==> src/rtl/pwsym_pkg.sv <==
package pwsym_pkg;

  typedef enum logic [1:0] {
    SYM_SYNC = 2'd0,
    SYM_ZERO = 2'd1,
    SYM_ONE  = 2'd2,
    SYM_READ = 2'd3
  } sym_e;

  typedef enum logic [2:0] {
    ST_IDLE,
    ST_TXLOW,
    ST_RXMST,
    ST_RXHOLD,
    ST_DRAIN,
    ST_GAP
  } pw_state_e;

  // low duration in ticks for a transmit symbol
  function automatic int unsigned units_of(sym_e kind, int unsigned u_sync,
                                           int unsigned u_zero, int unsigned u_one);
    int unsigned r;
    case (kind)
      SYM_SYNC: r = u_sync;
      SYM_ZERO: r = u_zero;
      default:  r = u_one;
    endcase
    return r;
  endfunction

  // symbol from a measured low length
  function automatic sym_e classify(int unsigned len, int unsigned zmin,
                                    int unsigned zmax);
    sym_e r;
    if (len < zmin)       r = SYM_SYNC;
    else if (len <= zmax) r = SYM_ZERO;
    else                  r = SYM_ONE;
    return r;
  endfunction

endpackage

==> src/rtl/pwsym_insync.sv <==
module pwsym_insync #(
  parameter int STAGES = 2
) (
  input  logic clk,
  input  logic rst_n,
  input  logic d_async,
  output logic d_sync
);
  logic [STAGES-1:0] sh_q;

  generate
    for (genvar i = 0; i < STAGES; i++) begin : g_stage
      if (i == 0) begin : g_first
        always_ff @(posedge clk or negedge rst_n) begin
          if (!rst_n) sh_q[0] <= 1'b1;
          else        sh_q[0] <= d_async;
        end
      end else begin : g_next
        always_ff @(posedge clk or negedge rst_n) begin
          if (!rst_n) sh_q[i] <= 1'b1;
          else        sh_q[i] <= sh_q[i-1];
        end
      end
    end
  endgenerate

  assign d_sync = sh_q[STAGES-1];
endmodule

==> src/rtl/pwsym_unitcnt.sv <==
module pwsym_unitcnt #(
  parameter int CW = 4
) (
  input  logic          clk,
  input  logic          rst_n,
  input  logic          clr,
  input  logic          inc,
  output logic [CW-1:0] cnt
);
  logic [CW-1:0] cnt_q;

  always_ff @(posedge clk or negedge rst_n) begin
    if (!rst_n)                    cnt_q <= '0;
    else if (clr)                  cnt_q <= '0;
    else if (inc && !(&cnt_q))     cnt_q <= cnt_q + CW'(1);
  end

  assign cnt = cnt_q;
endmodule

==> src/rtl/pwsym_ctrl.sv <==
module pwsym_ctrl
  import pwsym_pkg::*;
#(
  parameter int U_SYNC   = 1,
  parameter int U_ZERO   = 3,
  parameter int U_ONE    = 6,
  parameter int ZERO_MIN = 2,
  parameter int ZERO_MAX = 4,
  parameter int MAX_LOW  = 8,
  parameter int CW       = 4
) (
  input  logic          clk,
  input  logic          rst_n,
  input  logic          tick,
  input  logic          bus_s,
  input  logic          req_valid,
  input  logic [1:0]    req_kind,
  input  logic [CW-1:0] cnt,
  output logic          cnt_clr,
  output logic          cnt_inc,
  output logic          req_ready,
  output logic          drive_low,
  output logic          rx_valid,
  output logic [1:0]    rx_sym,
  output logic          rx_err_timeout,
  output logic          rx_err_frame,
  output logic          ev_accept
);
  pw_state_e     st_q, st_d;
  logic          drv_q, drv_d;
  logic [CW-1:0] units_q, units_d;
  logic          rxv_q, rxv_d;
  sym_e          rxs_q, rxs_d;
  logic          rto_q, rto_d;
  logic          rfe_q, rfe_d;
  sym_e          kind;
  logic [CW-1:0] cnt_nx;

  assign kind   = sym_e'(req_kind);
  assign cnt_nx = cnt + CW'(1);

  always_comb begin
    st_d      = st_q;
    drv_d     = drv_q;
    units_d   = units_q;
    rxv_d     = 1'b0;
    rxs_d     = rxs_q;
    rto_d     = 1'b0;
    rfe_d     = 1'b0;
    cnt_clr   = 1'b0;
    cnt_inc   = 1'b0;
    ev_accept = (st_q == ST_IDLE) && req_valid;
    unique case (st_q)
      ST_IDLE: begin
        if (req_valid) begin
          cnt_clr = 1'b1;
          drv_d   = 1'b1;
          if (kind == SYM_READ) begin
            st_d = ST_RXMST;
          end else begin
            st_d    = ST_TXLOW;
            units_d = CW'(units_of(kind, U_SYNC, U_ZERO, U_ONE));
          end
        end
      end
      ST_TXLOW: begin
        if (tick) begin
          cnt_inc = 1'b1;
          if (cnt_nx == units_q) begin
            drv_d   = 1'b0;
            st_d    = ST_GAP;
            cnt_clr = 1'b1;
          end
        end
      end
      ST_RXMST: begin
        if (tick) begin
          cnt_inc = 1'b1;
          if (cnt_nx == CW'(U_SYNC)) begin
            drv_d = 1'b0;
            st_d  = ST_RXHOLD;
          end
        end
      end
      ST_RXHOLD: begin
        // release seen first: the tick of this cycle is not counted
        if (bus_s) begin
          rxv_d   = 1'b1;
          rxs_d   = classify(32'(cnt), ZERO_MIN, ZERO_MAX);
          rto_d   = (32'(cnt) < ZERO_MIN);
          st_d    = ST_GAP;
          cnt_clr = 1'b1;
        end else if (tick) begin
          if (cnt == CW'(MAX_LOW)) begin
            rxv_d = 1'b1;
            rxs_d = SYM_ONE;
            rfe_d = 1'b1;
            st_d  = ST_DRAIN;
          end else begin
            cnt_inc = 1'b1;
          end
        end
      end
      ST_DRAIN: begin
        if (bus_s) begin
          st_d    = ST_GAP;
          cnt_clr = 1'b1;
        end
      end
      ST_GAP: begin
        if (bus_s && tick) st_d = ST_IDLE;
      end
      default: st_d = ST_IDLE;
    endcase
  end

  always_ff @(posedge clk or negedge rst_n) begin
    if (!rst_n) begin
      st_q    <= ST_IDLE;
      drv_q   <= 1'b0;
      units_q <= '0;
      rxv_q   <= 1'b0;
      rxs_q   <= SYM_SYNC;
      rto_q   <= 1'b0;
      rfe_q   <= 1'b0;
    end else begin
      st_q    <= st_d;
      drv_q   <= drv_d;
      units_q <= units_d;
      rxv_q   <= rxv_d;
      rxs_q   <= rxs_d;
      rto_q   <= rto_d;
      rfe_q   <= rfe_d;
    end
  end

  assign req_ready      = (st_q == ST_IDLE);
  assign drive_low      = drv_q;
  assign rx_valid       = rxv_q;
  assign rx_sym         = rxs_q;
  assign rx_err_timeout = rto_q;
  assign rx_err_frame   = rfe_q;
endmodule

==> src/rtl/pwsym_engine.sv <==
module pwsym_engine #(
  parameter int U_SYNC      = 1,
  parameter int U_ZERO      = 3,
  parameter int U_ONE       = 6,
  parameter int ZERO_MIN    = 2,
  parameter int ZERO_MAX    = 4,
  parameter int MAX_LOW     = 8,
  parameter int SYNC_STAGES = 2
) (
  input  logic       clk,
  input  logic       rst_n,
  input  logic       tick,
  input  logic       req_valid,
  input  logic [1:0] req_kind,
  output logic       req_ready,
  input  logic       bus_in,
  output logic       drive_low,
  output logic       rx_valid,
  output logic [1:0] rx_sym,
  output logic       rx_err_timeout,
  output logic       rx_err_frame
);
  localparam int CW = $clog2(MAX_LOW + 2);

  logic          bus_s;
  logic          ev_accept;
  logic          cnt_clr;
  logic          cnt_inc;
  logic [CW-1:0] cnt;

  pwsym_insync #(.STAGES(SYNC_STAGES)) u_sync (
    .clk     (clk),
    .rst_n   (rst_n),
    .d_async (bus_in),
    .d_sync  (bus_s)
  );

  pwsym_unitcnt #(.CW(CW)) u_cnt (
    .clk   (clk),
    .rst_n (rst_n),
    .clr   (cnt_clr),
    .inc   (cnt_inc),
    .cnt   (cnt)
  );

  pwsym_ctrl #(
    .U_SYNC   (U_SYNC),
    .U_ZERO   (U_ZERO),
    .U_ONE    (U_ONE),
    .ZERO_MIN (ZERO_MIN),
    .ZERO_MAX (ZERO_MAX),
    .MAX_LOW  (MAX_LOW),
    .CW       (CW)
  ) u_ctrl (
    .clk            (clk),
    .rst_n          (rst_n),
    .tick           (tick),
    .bus_s          (bus_s),
    .req_valid      (req_valid),
    .req_kind       (req_kind),
    .cnt            (cnt),
    .cnt_clr        (cnt_clr),
    .cnt_inc        (cnt_inc),
    .req_ready      (req_ready),
    .drive_low      (drive_low),
    .rx_valid       (rx_valid),
    .rx_sym         (rx_sym),
    .rx_err_timeout (rx_err_timeout),
    .rx_err_frame   (rx_err_frame),
    .ev_accept      (ev_accept)
  );
endmodule

==> config.mk <==
export PLATFORM = sky130hd
export DESIGN_NAME = pwsym_engine
export DESIGN_NICKNAME = d
export VERILOG_FILES = /design/src/rtl/pwsym_pkg.sv /design/src/rtl/pwsym_insync.sv /design/src/rtl/pwsym_unitcnt.sv /design/src/rtl/pwsym_ctrl.sv /design/src/rtl/pwsym_engine.sv
export SDC_FILE = /design/constraint.sdc
export NUM_CORES = 1
export LEC_CHECK = 0
export ABC_AREA = 1
export ABC_CLOCK_PERIOD_IN_PS = 2800
export CORE_MARGIN = 2
export CORE_UTILIZATION = 57
export CTS_BUF_LIST = sky130_fd_sc_hd__clkbuf_8
export CTS_CLUSTER_DIAMETER = 200
export CTS_CLUSTER_SIZE = 25
export DETAILED_ROUTE_END_ITERATION = 12
export HOLD_SLACK_MARGIN = 0.03
export PLACE_DENSITY = 0.85
export SKIP_CTS_REPAIR_TIMING = 1
export SYNTH_ARGS = -nofsm -noshare
export SYNTH_HDL_FRONTEND = slang
export SYNTH_HIERARCHICAL = 1
export SYNTH_SLANG_ARGS = --single-unit
==> constraint.sdc <==
create_clock -name clk -period 2.8 [get_ports clk]
set_clock_uncertainty 0.2 [all_clocks]
set_input_delay 0.84 -clock clk [delete_from_list [all_inputs] [get_ports clk]]
set_output_delay 0.84 -clock clk [all_outputs]
set_load 0.01 [all_outputs]
==> results of run 1 <==
==> power by group <==
| part | internal [W] | switching [W] | leakage [nW] |
|---|---|---|---|
| clock | 0.000125 | 0.0000848 | 0.0288 |
| combinational | 0.000272 | 0.000406 | 0.476 |
| sequential | 0.000343 | 0.000111 | 0.224 |
| total | 0.000740 | 0.000601 | 0.728 |
==> worst max-delay path, stage by stage (launching register included) <==
cell and delay, ns:
sky130_fd_sc_hd__dfrtp_2 0.47, sky130_fd_sc_hd__nor2_4 0.19, sky130_fd_sc_hd__inv_2 0.08, sky130_fd_sc_hd__nor2_2 0.12, sky130_fd_sc_hd__dlymetal6s2s_1 0.18
==> worst max path at each step <==
| stage | start | to | slack (ns) | cells after the start |
|---|---|---|---|---|
| 6_report | u_ctrl/st_q[0] | req_ready | 0.47 | 4 |
| 5_1_grt | u_cnt/cnt[0] | u_cnt/cnt[3] | 0.28 | 11 |
| 4_1_cts | u_ctrl/st_q[0] | req_ready | 0.05 | 4 |
| 3_5_place_dp | tick | u_cnt/cnt[1] | 0.33 | 6 |
| 3_3_place_gp | u_ctrl/st_q[0] | req_ready | 0.32 | 4 |
| 2_1_floorplan | u_cnt/cnt[0] | u_cnt/cnt[3] | 0.78 | 10 |
==> layer usage <==
| metal | part of all wire | vias to the layer above | GRT usage |
|---|---|---|---|
| met2 | 0.48 | 59 | 0.412 |
| met3 | 0.081 | 6 | 0.0460 |
| met4 | 0.014 | 0 | 0.110 |
| li1 | - | 578 | - |
| met1 | 0.42 | 521 | 0.307 |
| met5 | 0 | - | 0 |
==> through the flow <==
step	power (W)	cells	cell area [um^2]	hold slack (ns)
after detailed placement	0.00112	206	1330	0.151
after floorplan	0.000922	166	1160	0.145
after global routing	0.00147	210	1390	0.163
after global placement	0.00109	206	1330	0.147
after CTS	0.00134	210	1380	0.161
final	0.00134	210	1390	0.159
==> final cells by class <==
type / instances / area, um^2 / area share
multi-input combinational: 125 / 618 / 0.446
inverter: 22 / 82.6 / 0.0596
tap: 27 / 33.8 / 0.0244
sequential: 18 / 455 / 0.329
clock buffer: 4 / 55.1 / 0.0397
timing repair buffer: 14 / 140 / 0.101
==> registers in the layout, summed over array words and instances (netlist names) <==
register	flops
u_ctrl/units_q	3
u_cnt/cnt	4
u_ctrl/rx_err_timeout	1
u_ctrl/drive_low	1
u_ctrl/rx_err_frame	1
u_sync/sh_q	1
u_ctrl/st_q	3
u_ctrl/rx_valid	1
u_ctrl/rx_sym	2
u_sync/d_sync	1
==> cell usage in the layout, fill, tap and decap left out, types with 2 or more instances in the layout <==
cell                               n
sky130_fd_sc_hd__a21oi_1           2
sky130_fd_sc_hd__clkbuf_8          4
sky130_fd_sc_hd__clkdlybuf4s50_1  12
sky130_fd_sc_hd__dfrtp_1          14
sky130_fd_sc_hd__dfrtp_2           2
sky130_fd_sc_hd__dfstp_2           2
sky130_fd_sc_hd__ha_1              4
sky130_fd_sc_hd__inv_1            17
sky130_fd_sc_hd__inv_2             5
sky130_fd_sc_hd__nand2_1          54
sky130_fd_sc_hd__nand3_1          20
sky130_fd_sc_hd__nand4_1           5
sky130_fd_sc_hd__nor2_1           16
sky130_fd_sc_hd__nor2_2            4
sky130_fd_sc_hd__nor2_4            2
sky130_fd_sc_hd__nor4_1            2
sky130_fd_sc_hd__o21ai_0           7
==> flow_results.xml, run 1 <==
<?xml version="1.0" encoding="UTF-8"?>
<metrics>
  <group name="global_routing">
    <metric name="grt.total_usage" unit="">0.246</metric>
    <metric name="grt_pass1_wl" unit="um">4600</metric>
    <metric name="global_route.overflow_total" unit="">0</metric>
    <metric name="via_count_of_the_first_global_routing_pass" unit="">1101</metric>
    <metric name="antenna_found_initial" unit="">0</metric>
    <metric name="maximum_number_of_pins_on_one_net_before_global_route_repair" unit="">19</metric>
  </group>
  <group name="worst_setup_path">
    <metric name="setup.worst_path.class" unit="">flip-flop to output pin</metric>
    <metric name="critPathRequiredTime" unit="ns">1.76</metric>
    <metric name="regToRegStartpoint" unit="">u_cnt/cnt[0]</metric>
    <metric name="regToRegEndpoint" unit="">u_cnt/cnt[1]</metric>
    <metric name="critPathArrivalTime" unit="ns">1.29</metric>
    <metric name="reg2regPathDepth" unit="">11</metric>
    <metric name="timing.critical_path.fanout_max" unit="">7</metric>
    <metric name="element_type_at_the_critical_path_start" unit="">flip-flop</metric>
    <metric name="endpoint_kind" unit="">output pin</metric>
    <metric name="reg2reg_slack" unit="ns">0.47</metric>
  </group>
  <group name="run_status">
    <metric name="status" unit="">finished, final reports clean</metric>
  </group>
  <group name="timing">
    <metric name="timing.final.max_slew_violations" unit="">0</metric>
    <metric name="fin_ws" unit="ns">0.465</metric>
    <metric name="setup-tns-final" unit="ns">0</metric>
    <metric name="worst_slew_pin_slew" unit="ns">0.430</metric>
    <metric name="headroom_to_the_max_slew_limit" unit="">0.713</metric>
    <metric name="period_utilisation_layout" unit="">0.834</metric>
    <metric name="finalWorstPathRequiredPeriod" unit="ns">2.33</metric>
    <metric name="hold_viol" unit="">0</metric>
    <metric name="rsz0062_at_grt" unit="">false</metric>
    <metric name="maxClockFrequency" unit="MHz">428</metric>
    <metric name="final-setup-viol-count" unit="">0</metric>
  </group>
  <group name="clock_tree">
    <metric name="tritoncts" unit="">done</metric>
    <metric name="clock_tree.root_cell" unit="">sky130_fd_sc_hd__clkbuf_8</metric>
    <metric name="cts-root-to-sink-buffers" unit="">2</metric>
    <metric name="clock_sinks" unit="">18</metric>
    <metric name="cts-buffers-inserted" unit="">3</metric>
    <metric name="worst_setup_hold_path_clk_slew" unit="ns">0.07</metric>
    <metric name="htree_levels" unit="">1</metric>
    <metric name="clk-insertion-delay-late" unit="ns">0.25</metric>
  </group>
  <group name="synth">
    <metric name="post_synth_instance_area" unit="um^2">1160</metric>
    <metric name="postSynthCellCount" unit="">166</metric>
    <metric name="yosys_warnings" unit="">6</metric>
    <metric name="mappedNetlistNets" unit="">177</metric>
    <metric name="syn-mean-instance-area" unit="um^2">7.02</metric>
  </group>
  <group name="placed_design">
    <metric name="pre_cts_slack" unit="ns">0.333</metric>
    <metric name="port_buffers" unit="">13</metric>
    <metric name="routabilityCongestion" unit="">1.01</metric>
    <metric name="dpl.hpwl" unit="um">1950</metric>
  </group>
  <group name="route">
    <metric name="dr_total_vias" unit="">1164</metric>
    <metric name="first_pass_iters" unit="">4</metric>
    <metric name="drt_iter0_markers" unit="">65</metric>
    <metric name="drt-wirelength-per-cell" unit="um">12.4</metric>
    <metric name="drt-total-wl" unit="um">2600</metric>
    <metric name="post_drt_via_cell_ratio" unit="">5.54</metric>
    <metric name="antenna_left" unit="">0</metric>
    <metric name="drc_errors" unit="">0</metric>
  </group>
  <group name="min_path">
    <metric name="worstHoldPathCells" unit="">0</metric>
    <metric name="worstHoldEndpoint" unit="">u_sync/d_sync</metric>
    <metric name="hold_start" unit="">u_sync/sh_q[0]</metric>
    <metric name="min_path_type" unit="">flip-flop to flip-flop</metric>
  </group>
  <group name="die">
    <metric name="initial_utilization" unit="">0.600</metric>
    <metric name="ioPinCount" unit="">14</metric>
    <metric name="die_w" unit="um">49.2</metric>
    <metric name="fp.coreArea" unit="um^2">1940</metric>
    <metric name="std_cell_rows" unit="">16</metric>
    <metric name="die-height" unit="um">49.2</metric>
    <metric name="floorplan.die_area" unit="um^2">2420</metric>
  </group>
  <group name="flow_run">
    <metric name="maxCapViolCount" unit="">0</metric>
  </group>
  <group name="power">
    <metric name="vdd_drop_max" unit="uV">586</metric>
    <metric name="power.static_leakage" unit="nW">0.728</metric>
    <metric name="cellPowerDensity" unit="nW/um^2">968</metric>
  </group>
  <group name="final_layout">
    <metric name="syn_to_final_growth" unit="%">18.9</metric>
    <metric name="post-route-util" unit="">0.713</metric>
    <metric name="filler_cell_count" unit="">161</metric>
    <metric name="post_route_cells_drive_above_1_share" unit="">0.120</metric>
    <metric name="ant_diodes" unit="">0</metric>
    <metric name="nNetsFinal" unit="">195</metric>
  </group>
</metrics>
Power figures use the tool's default switching activity.
==> run 2: changes to the inputs <==
Settings changed: ABC_CLOCK_PERIOD_IN_PS 2800 to 2450.
Clock period 2.8 ns to 2.45 ns, I/O delays scaled along.
==> flow_results.xml, run 2 (synthesized netlist as in run 1, its figures left out) <==
<?xml version="1.0" encoding="UTF-8"?>
<metrics>
  <group name="flow_run">
    <metric name="maxCapViolCount" unit="">0</metric>
  </group>
  <group name="route">
    <metric name="post_drt_via_cell_ratio" unit="">5.57</metric>
    <metric name="drc_errors" unit="">0</metric>
    <metric name="drt_iter0_markers" unit="">86</metric>
    <metric name="first_pass_iters" unit="">4</metric>
    <metric name="drt-wirelength-per-cell" unit="um">12.9</metric>
    <metric name="antenna_left" unit="">0</metric>
    <metric name="drt-total-wl" unit="um">2780</metric>
    <metric name="dr_total_vias" unit="">1203</metric>
  </group>
  <group name="final_layout">
    <metric name="nNetsFinal" unit="">201</metric>
    <metric name="instances_no_fill" unit="">216</metric>
    <metric name="post_route_cells_drive_above_1_share" unit="">0.132</metric>
    <metric name="syn_to_final_growth" unit="%">21.7</metric>
    <metric name="largest_register_ffs" unit="">4</metric>
    <metric name="ant_diodes" unit="">0</metric>
    <metric name="mostFrequentLayoutCell" unit="">sky130_fd_sc_hd__nand2_1</metric>
    <metric name="layout_common_cells" unit="">sky130_fd_sc_hd__nand2_1 (54), sky130_fd_sc_hd__nand3_1 (20), sky130_fd_sc_hd__inv_1 (18), sky130_fd_sc_hd__nor2_1 (16), sky130_fd_sc_hd__dfrtp_1 (16)</metric>
  </group>
  <group name="global_routing">
    <metric name="global_route.overflow_total" unit="">0</metric>
    <metric name="via_count_of_the_first_global_routing_pass" unit="">1099</metric>
    <metric name="grt.total_usage" unit="">0.243</metric>
    <metric name="antenna_found_initial" unit="">0</metric>
    <metric name="grt_pass1_wl" unit="um">4640</metric>
    <metric name="maximum_number_of_pins_on_one_net_before_global_route_repair" unit="">19</metric>
  </group>
  <group name="power">
    <metric name="power.share.sequential" unit="">0.285</metric>
    <metric name="clock_power_share" unit="">0.134</metric>
    <metric name="power.static_leakage" unit="nW">0.760</metric>
    <metric name="cellPowerDensity" unit="nW/um^2">1120</metric>
    <metric name="switching_share" unit="">0.452</metric>
    <metric name="net-switching-power" unit="W">0.000715</metric>
    <metric name="vdd_drop_max" unit="uV">649</metric>
    <metric name="power.share.combinational" unit="">0.581</metric>
    <metric name="post-layout-total-power" unit="W">0.00158</metric>
    <metric name="cellInternalPower" unit="W">0.000867</metric>
  </group>
  <group name="clock_tree">
    <metric name="tritoncts" unit="">done</metric>
    <metric name="clock_tree.root_cell" unit="">sky130_fd_sc_hd__clkbuf_8</metric>
    <metric name="htree_levels" unit="">1</metric>
    <metric name="cts-root-to-sink-buffers" unit="">2</metric>
    <metric name="cts-buffers-inserted" unit="">3</metric>
    <metric name="clock_sinks" unit="">18</metric>
    <metric name="clk-insertion-delay-late" unit="ns">0.25</metric>
    <metric name="worst_setup_hold_path_clk_slew" unit="ns">0.07</metric>
  </group>
  <group name="timing">
    <metric name="fin_hold_ws" unit="ns">0.157</metric>
    <metric name="period_utilisation_layout" unit="">0.885</metric>
    <metric name="headroom_to_the_max_slew_limit" unit="">0.737</metric>
    <metric name="rsz0062_at_grt" unit="">false</metric>
    <metric name="maxClockFrequency" unit="MHz">461</metric>
    <metric name="fin_ws" unit="ns">0.281</metric>
    <metric name="final-setup-viol-count" unit="">0</metric>
    <metric name="worst_slew_pin_slew" unit="ns">0.394</metric>
    <metric name="timing.final.max_slew_violations" unit="">0</metric>
    <metric name="hold_viol" unit="">0</metric>
    <metric name="finalWorstPathRequiredPeriod" unit="ns">2.17</metric>
  </group>
  <group name="placed_design">
    <metric name="dpl.hpwl" unit="um">1980</metric>
    <metric name="placedCellCount" unit="">212</metric>
    <metric name="pre_cts_slack" unit="ns">0.172</metric>
    <metric name="port_buffers" unit="">13</metric>
    <metric name="routabilityCongestion" unit="">0.903</metric>
  </group>
  <group name="die">
    <metric name="die-height" unit="um">49.2</metric>
    <metric name="die_w" unit="um">49.2</metric>
    <metric name="std_cell_rows" unit="">16</metric>
    <metric name="floorplan.die_area" unit="um^2">2420</metric>
    <metric name="fp.coreArea" unit="um^2">1940</metric>
    <metric name="initial_utilization" unit="">0.600</metric>
    <metric name="ioPinCount" unit="">14</metric>
  </group>
  <group name="min_path">
    <metric name="min_path_type" unit="">flip-flop to flip-flop</metric>
    <metric name="hold_start" unit="">u_sync/sh_q[0]</metric>
  </group>
  <group name="worst_setup_path">
    <metric name="element_type_at_the_critical_path_start" unit="">flip-flop</metric>
    <metric name="critPathArrivalTime" unit="ns">1.23</metric>
    <metric name="critical_path.startpoint" unit="">u_ctrl/st_q[0]</metric>
    <metric name="timing.critical_path.fanout_max" unit="">5</metric>
    <metric name="regToRegStartpoint" unit="">u_cnt/cnt[0]</metric>
    <metric name="setup.worst_path.class" unit="">flip-flop to output pin</metric>
    <metric name="endpoint_kind" unit="">output pin</metric>
    <metric name="critPathRequiredTime" unit="ns">1.51</metric>
  </group>
  <group name="run_status">
    <metric name="status" unit="">finished, final reports clean</metric>
  </group>
</metrics>
==> run 2: per-stage QoR <==
stage,setup TNS [ns],utilization,area (um^2)
2_1_floorplan,0,-,1160
3_3_place_gp,0,0.706,1370
3_5_place_dp,0,0.706,1370
4_1_cts,-0.0916,0.729,1420
5_1_grt,0,0.730,1420
6_report,0,0.730,1420
==> run 2: final cells by class <==
cell class | count | area (um^2)
fill | 158 | 524
clock inverter | 1 | 3.75
clock buffer | 3 | 41.3
inverter | 22 | 82.6
multi-input combinational | 125 | 618
tap | 27 | 33.8
sequential | 18 | 453
timing repair buffer | 20 | 185
==> run 2: worst max-delay path: stages, from the launching register on <==
cell	delay, ns
sky130_fd_sc_hd__dfrtp_1	0.40
sky130_fd_sc_hd__nor2_4	0.18
sky130_fd_sc_hd__inv_2	0.09
sky130_fd_sc_hd__nor2_2	0.13
sky130_fd_sc_hd__dlymetal6s2s_1	0.18
==> run 2: power by group through the flow <==
stage / registers [W] / clock network (W) / logic, W
6_report: 0.000450 / 0.000212 / 0.000919
4_1_cts: 0.000451 / 0.000216 / 0.000904
2_1_floorplan: 0.000496 / 0 / 0.000557
3_5_place_dp: 0.000456 / 0 / 0.000893
3_3_place_gp: 0.000451 / 0 / 0.000881
5_1_grt: 0.000460 / 0.000221 / 0.00103
==> run 2: worst paths after layout <==
path,to,cells after the start,slack (ns)
max,req_ready,4,0.28
min,u_sync/d_sync,0,0.16
max reg2reg,u_cnt/cnt[2],12,0.40
min reg2reg,u_sync/d_sync,0,0.16
max in group asynchronous,u_sync/sh_q[0],2,1.18
min in group asynchronous,u_ctrl/rx_sym[0],2,0.60
==> run 2: per-layer routing <==
layer | wire (um) | GRT usage | share of wire | up-vias
met1 | 1180 | 0.317 | 0.43 | 531
met3 | 269 | 0.0583 | 0.097 | 13
met2 | 1260 | 0.396 | 0.45 | 74
met5 | 0 | 0 | 0 | -
met4 | 71 | 0.0762 | 0.026 | 0
li1 | - | - | - | 585
